===== src/rtl/postfix_pkg.sv =====
package postfix_pkg;

    typedef enum logic [1:0] {
        TK_NUM  = 2'b00,
        TK_OPR  = 2'b01,
        TK_END  = 2'b10,
        TK_RSVD = 2'b11
    } tok_kind_e;

    typedef enum logic [1:0] {
        OP_ADD  = 2'b00,
        OP_SUB  = 2'b01,
        OP_MUL  = 2'b10,
        OP_RSVD = 2'b11
    } op_code_e;

    typedef enum logic [1:0] {
        EC_NONE  = 2'b00,
        EC_OVER  = 2'b01,
        EC_UNDER = 2'b10,
        EC_FORM  = 2'b11
    } err_code_e;

    typedef enum logic [2:0] {
        ST_IDLE,
        ST_POP_R,
        ST_POP_L,
        ST_CALC,
        ST_PUSH
    } eval_state_e;

    function automatic logic [15:0] apply_op(input op_code_e op,
                                             input logic [15:0] lhs,
                                             input logic [15:0] rhs);
        logic [31:0] prod;
        prod = lhs * rhs;
        case (op)
            OP_ADD:  return lhs + rhs;
            OP_SUB:  return lhs - rhs;
            OP_MUL:  return prod[15:0];
            default: return '0;
        endcase
    endfunction

endpackage


===== src/rtl/pf_stack.sv =====
module pf_stack #(
    parameter int W     = 16,
    parameter int DEPTH = 16,
    localparam int CW   = $clog2(DEPTH + 1),
    localparam int AW   = (DEPTH > 1) ? $clog2(DEPTH) : 1
) (
    input  logic          clk,
    input  logic          rst,
    input  logic          clr,
    input  logic          push,
    input  logic          pop,
    input  logic [W-1:0]  wdata,
    output logic [W-1:0]  top,
    output logic [CW-1:0] cnt,
    output logic          full,
    output logic          empty
);
    logic [W-1:0]  mem [DEPTH];
    logic [CW-1:0] cnt_q;
    logic [AW-1:0] wr_idx;
    logic [AW-1:0] top_idx;

    assign wr_idx  = AW'(cnt_q);
    assign top_idx = AW'(cnt_q - CW'(1));
    assign top     = mem[top_idx];
    assign cnt     = cnt_q;
    assign full    = (cnt_q == CW'(DEPTH));
    assign empty   = (cnt_q == '0);

    for (genvar g = 0; g < DEPTH; g++) begin : g_slot
        always_ff @(posedge clk) begin
            if (push && !full && wr_idx == AW'(g))
                mem[g] <= wdata;
        end
    end

    always_ff @(posedge clk) begin
        if (rst || clr)
            cnt_q <= '0;
        else if (push && !full)
            cnt_q <= cnt_q + CW'(1);
        else if (pop && !empty)
            cnt_q <= cnt_q - CW'(1);
    end
endmodule


===== src/rtl/pf_alu.sv =====
module pf_alu
    import postfix_pkg::*;
#(
    parameter int W = 16
) (
    input  op_code_e     op,
    input  logic [W-1:0] lhs,
    input  logic [W-1:0] rhs,
    output logic [W-1:0] res
);
    always_comb res = apply_op(op, lhs, rhs);
endmodule


===== src/rtl/postfix_eval.sv =====
module postfix_eval
    import postfix_pkg::*;
#(
    parameter int W     = 16,
    parameter int DEPTH = 16,
    localparam int CW   = $clog2(DEPTH + 1)
) (
    input  logic         clk,
    input  logic         rst,
    input  logic         tok_valid,
    output logic         tok_ready,
    input  logic [1:0]   tok_kind,
    input  logic [1:0]   tok_op,
    input  logic [W-1:0] tok_data,
    output logic         res_valid,
    output logic [W-1:0] res_data,
    output logic         err_valid,
    output logic [1:0]   err_code
);
    eval_state_e   st_q, st_d;
    op_code_e      op_q;
    logic [W-1:0]  rhs_q, lhs_q, acc_q, alu_res;
    logic          accept;
    logic          stk_push, stk_pop, stk_clr, stk_full, stk_empty;
    logic [W-1:0]  stk_wdata, stk_top;
    logic [CW-1:0] stk_cnt;
    logic          fire_done, fire_err;
    err_code_e     fire_code;

    assign tok_ready = (st_q == ST_IDLE);
    assign accept    = tok_valid && tok_ready;

    pf_stack #(.W(W), .DEPTH(DEPTH)) u_stack (
        .clk   (clk),
        .rst   (rst),
        .clr   (stk_clr),
        .push  (stk_push),
        .pop   (stk_pop),
        .wdata (stk_wdata),
        .top   (stk_top),
        .cnt   (stk_cnt),
        .full  (stk_full),
        .empty (stk_empty)
    );

    pf_alu #(.W(W)) u_alu (
        .op  (op_q),
        .lhs (lhs_q),
        .rhs (rhs_q),
        .res (alu_res)
    );

    always_comb begin
        st_d      = st_q;
        stk_push  = 1'b0;
        stk_pop   = 1'b0;
        stk_wdata = tok_data;
        fire_done = 1'b0;
        fire_err  = 1'b0;
        fire_code = EC_NONE;
        case (st_q)
            ST_IDLE: if (accept) begin
                case (tok_kind_e'(tok_kind))
                    TK_NUM: begin
                        if (stk_full) begin
                            fire_err  = 1'b1;
                            fire_code = EC_OVER;
                        end else begin
                            stk_push = 1'b1;
                        end
                    end
                    TK_OPR: begin
                        if (op_code_e'(tok_op) == OP_RSVD) begin
                            fire_err  = 1'b1;
                            fire_code = EC_FORM;
                        end else begin
                            st_d = ST_POP_R;
                        end
                    end
                    TK_END: begin
                        if (stk_cnt == CW'(1)) begin
                            stk_pop   = 1'b1;
                            fire_done = 1'b1;
                        end else begin
                            fire_err  = 1'b1;
                            fire_code = EC_FORM;
                        end
                    end
                    default: begin
                        fire_err  = 1'b1;
                        fire_code = EC_FORM;
                    end
                endcase
            end
            ST_POP_R, ST_POP_L: begin
                if (stk_empty) begin
                    fire_err  = 1'b1;
                    fire_code = EC_UNDER;
                    st_d      = ST_IDLE;
                end else begin
                    stk_pop = 1'b1;
                    st_d    = (st_q == ST_POP_R) ? ST_POP_L : ST_CALC;
                end
            end
            ST_CALC: st_d = ST_PUSH;
            ST_PUSH: begin
                stk_push  = 1'b1;
                stk_wdata = acc_q;
                st_d      = ST_IDLE;
            end
            default: st_d = ST_IDLE;
        endcase
    end

    assign stk_clr = fire_done || fire_err;

    always_ff @(posedge clk) begin
        if (rst) begin
            st_q      <= ST_IDLE;
            op_q      <= OP_ADD;
            rhs_q     <= '0;
            lhs_q     <= '0;
            acc_q     <= '0;
            res_valid <= 1'b0;
            res_data  <= '0;
            err_valid <= 1'b0;
            err_code  <= EC_NONE;
        end else begin
            st_q      <= st_d;
            res_valid <= fire_done;
            err_valid <= fire_err;
            err_code  <= fire_code;
            if (fire_done)
                res_data <= stk_top;
            if (st_q == ST_IDLE && accept && tok_kind == TK_OPR)
                op_q <= op_code_e'(tok_op);
            if (st_q == ST_POP_R && !stk_empty)
                rhs_q <= stk_top;
            if (st_q == ST_POP_L && !stk_empty)
                lhs_q <= stk_top;
            if (st_q == ST_CALC)
                acc_q <= alu_res;
        end
    end
endmodule


===== config.mk =====
export PLATFORM = sky130hd
export DESIGN_NAME = postfix_eval
export DESIGN_NICKNAME = d
export VERILOG_FILES = /design/src/rtl/postfix_pkg.sv /design/src/rtl/pf_stack.sv /design/src/rtl/pf_alu.sv /design/src/rtl/postfix_eval.sv
export SDC_FILE = /design/constraint.sdc
export NUM_CORES = 1
export LEC_CHECK = 0
export ABC_CLOCK_PERIOD_IN_PS = 8400
export BUFFER_PORTS_ARGS = -buffer_cell sky130_fd_sc_hd__buf_2
export CAP_MARGIN = 20
export CORE_MARGIN = 5
export CORE_UTILIZATION = 68
export DETAILED_ROUTE_END_ITERATION = 10
export GPL_TIMING_DRIVEN = 0
export PLACE_DENSITY = 0.95
export SLEW_MARGIN = 20
export SYNTH_ARGS = -nofsm -noshare
export SYNTH_HDL_FRONTEND = slang
export SYNTH_HIERARCHICAL = 1
export SYNTH_SLANG_ARGS = --single-unit

===== constraint.sdc =====
create_clock -name clk -period 8.4 [get_ports clk]
set_input_delay 1.68 -clock clk [delete_from_list [all_inputs] [get_ports clk]]
set_output_delay 1.68 -clock clk [all_outputs]
set_load 0.02 [all_outputs]

==> impl_metrics.ini <==
[status]
status = completed

[placed_design]
finalWeightedCongestion = 0.9465
hpwl_mm = 35.29
place_inst = 1996
port_buffers = 43

[grt]
antenna_found_initial = 0
grtUsageMet3_pct = 6.586
grt_pass1_vias = 14105
grt_pass1_wl_mm = 81.21
globalRoute.totalOverflow = 0
use_met2_pct = 58.47
top_usage_layer = met2
grt_use_total_pct = 34.62
grt_max_degree = 17
grt_use_met1_pct = 40.68

[synthesis]
yosys_warnings = 6
synth_area_mm2 = 0.01857
synth-edff-count = 256
synth_fp_nets = 1778
postSynth.asyncResetShare_pct = 0
synth_flop_cell = edfxtp_1
postSynthAreaPerCell_um2 = 11.58
yosysSeqAreaShare_pct = 49.81
yosys.area.top_type = edfxtp_1
synth_top_area_share_pct = 41.40
synth_seq_cells = 334
syn_inst = 1604
synthTopCellsByArea = edfxtp_1, fa_1, dfxtp_1
synth_cell_type_count = 71

[pwr]
ir_drop_uv = 283.5
p_per_area_mw_per_mm2 = 165.7
leakage_nw = 7.803
p_total_mw = 3.384

[timing]
final-setup-viol-count = 0
hold_viol_final = 0
slew_violations = 0
rsz0062_at_grt = no
worst_pin_slew_ns = 1.063
fin_skew_ns = 0.02406
fin_crit_sh_pct = 78.40
relSlewSlack_pct = 28.92
fmax_mhz = 151.8
fin_tns_setup_ns = 0
period_needed_ns = 6.585

[cts]
h-tree-depth = 1
holdBufCountCts = 0
cts_tree = done
cts_post_setup_buffers_inserted = 0
clk_pin_slew_ns = 0.07
cts_max_path_buffers = 3
worstSkewPairLatency_ns = 0.56
cts-root-buf = clkbuf_16
cts.sink_count = 334
cts_buffers = 30
cts-resized-gates = 0

[final_layout]
finish.utilization_pct = 75.79
register_area_mm2 = 0.009249
nets = 1861
num_antenna_cells = 0
drive_gt1_share_pct = 14.74
final_cells = 2051
area_growth_pct = 10.01
nFillCells = 1495
multiInputGateArea_mm2 = 0.008459

[floorplan]
chipHeight_um = 175.3
initial_core_util_pct = 68.90
core_area_mm2 = 0.02695
std_cell_rows = 60
die_area_mm2 = 0.03071
ioPinCount = 44
dieWidth_um = 175.3

[min_path]
holdPathEnd = rhs_q[2]
hp-start = rhs_q[2]
hp-class = flop to flop
hold_depth = 2

[critical_path]
ff2ff_path_depth = 20
end_kind = flop
slowest_delay_ns = 0.64
path_cells = clkbuf_1 -> nand2_1 -> fa_1 -> fa_1 -> fa_1 -> fa_1 -> inv_1 -> fa_1 -> inv_1 -> fa_1 -> inv_1 -> ha_1 -> nand3_1 -> a211o_1 -> a31oi_1 -> o21ai_0 -> nand4bb_1 -> nand3_1 -> nand2_1 -> a21oi_1
critPathArrivalTime_ns = 7.01
path_max_fanout = 10
slowest_stage = dfxtp_1
r2r_start = rhs_q[3]
timing.rr.end = acc_q[15]
required_ns = 8.82
cp-start-kind = flop
crit_type = flop to flop
cp_top_family = adder cells
crit_buf_inv = 4
reg2reg_slack_ns = 1.81
crit_top_cell = fa_1

[route]
detail-route-antenna-nets = 0
avgViaCountPerCell = 6.751
vias = 13846
drtPass1Iterations = 6
drcViolationCount = 0
drtIter0Drc = 2028
routedWlPerCell_um = 26.01
wl_mm = 53.35

[flow_run]
drv_cap = 0
[placed cells by master (no fill, tap or decap), drive strengths merged, types with 8 or more instances in the layout]
cell type / n
mux2: 18
and2: 75
clkinv: 11
nand2: 291
a21oi: 94
mux2i: 34
clkbuf: 81
dfxtp: 78
a221oi: 15
a21bo: 17
xor2: 21
inv: 129
or3: 8
xnor2: 46
ha: 70
nor2: 53
nor3: 15
a32o: 15
o22ai: 13
buf: 89
nand2b: 9
fa: 81
edfxtp: 256
o21ai: 18
nand3: 52
mux4: 32
[metal layers]
metal | up-vias | routed length [um]
li1 | 5729 | -
met1 | 6643 | 17170
met2 | 1134 | 25960
met3 | 340 | 5601
met4 | 0 | 4625
met5 | - | 0
[state kept, by name, indices dropped and copies added, names as in the netlist]
| register | count |
|---|---|
| err_code | 2 |
| rhs_q | 16 |
| u_stack/cnt | 5 |
| st_q | 3 |
| op_q | 2 |
| acc_q | 16 |
| u_stack/mem | 256 |
| res_valid | 1 |
| lhs_q | 16 |
| res_data | 16 |
| err_valid | 1 |
[synthesized netlist by cell type, types with 7 or more instances]
| library cell | instances |
|---|---|
| a21bo_2 | 16 |
| a21o_1 | 7 |
| a21oi_1 | 94 |
| a221oi_1 | 9 |
| a32o_1 | 15 |
| and2_1 | 75 |
| buf_2 | 25 |
| clkbuf_1 | 48 |
| dfxtp_1 | 78 |
| edfxtp_1 | 256 |
| fa_1 | 81 |
| ha_1 | 70 |
| inv_1 | 128 |
| mux2_2 | 18 |
| mux2i_1 | 34 |
| mux4_2 | 32 |
| nand2_1 | 290 |
| nand2b_1 | 9 |
| nand3_1 | 52 |
| nor2_1 | 53 |
| nor2b_1 | 7 |
| nor3_1 | 13 |
| o21ai_0 | 16 |
| o22ai_1 | 13 |
| or3_1 | 7 |
| xnor2_1 | 45 |
| xor2_1 | 19 |
[worst max path at each step]
stage | start | end | cells after the start
global route | rhs_q[3] | acc_q[15] | 20
global placement | rhs_q[3] | acc_q[15] | 20
CTS | rhs_q[3] | acc_q[15] | 20
finish | rhs_q[3] | acc_q[15] | 20
detailed placement | rhs_q[3] | acc_q[15] | 20
floorplan | rhs_q[6] | acc_q[14] | 21
[report_power, final]
group | internal [mW] | switching, mW | total [mW]
clock network | 0.888 | 0.603 | 1.49
registers | 1.78 | 0.00279 | 1.78
logic | 0.0301 | 0.0828 | 0.113
[per-stage QoR]
step	hold WS [ns]	setup slack (ns)	area [um2]
after floorplan	0.4329	3.010	18570
after global placement	0.4380	2.146	19210
after detailed placement	0.4466	2.010	19350
after CTS	0.4560	1.987	20430
after global routing	0.4829	1.761	20430
final	0.4563	1.815	20430
[cell type report]
| cell class | instances | share of cell area [%] |
|---|---|---|
| Clock buffer | 33 | 3.834 |
| Multi-Input combinational cell | 1056 | 41.41 |
| Timing Repair Buffer | 51 | 1.550 |
| Inverter | 128 | 2.352 |
| Sequential cell | 334 | 45.28 |
| Clock inverter | 22 | 1.439 |
| Tap cell | 341 | 2.089 |
| Buffer | 86 | 2.046 |
[worst reg2reg max path: cells and delay by family, from the launching register on]
kind                     cells  cell delay [ns]
AO/OA/AOI/OAI                4             1.04
adder cells (fa/ha/maj)      7             3.52
buffers and inverters        4             0.66
flip-flops                   1             0.64
AND/OR/NAND/NOR              5             0.58
[cell families (layout without fill, tap and decap cells)]
kind of cell	count (synthesis)	after routing	share of synthesized area [%]
AND/OR/NAND/NOR	539	539	13.67
XOR/XNOR	68	68	3.463
adder cells (fa/ha/maj)	151	151	13.45
multiplexers	84	84	6.805
AO/OA/AOI/OAI	214	214	7.965
flip-flops	334	334	49.81
buffers and inverters	214	320	4.838
Note: power is estimated with default switching activity, not from simulation.
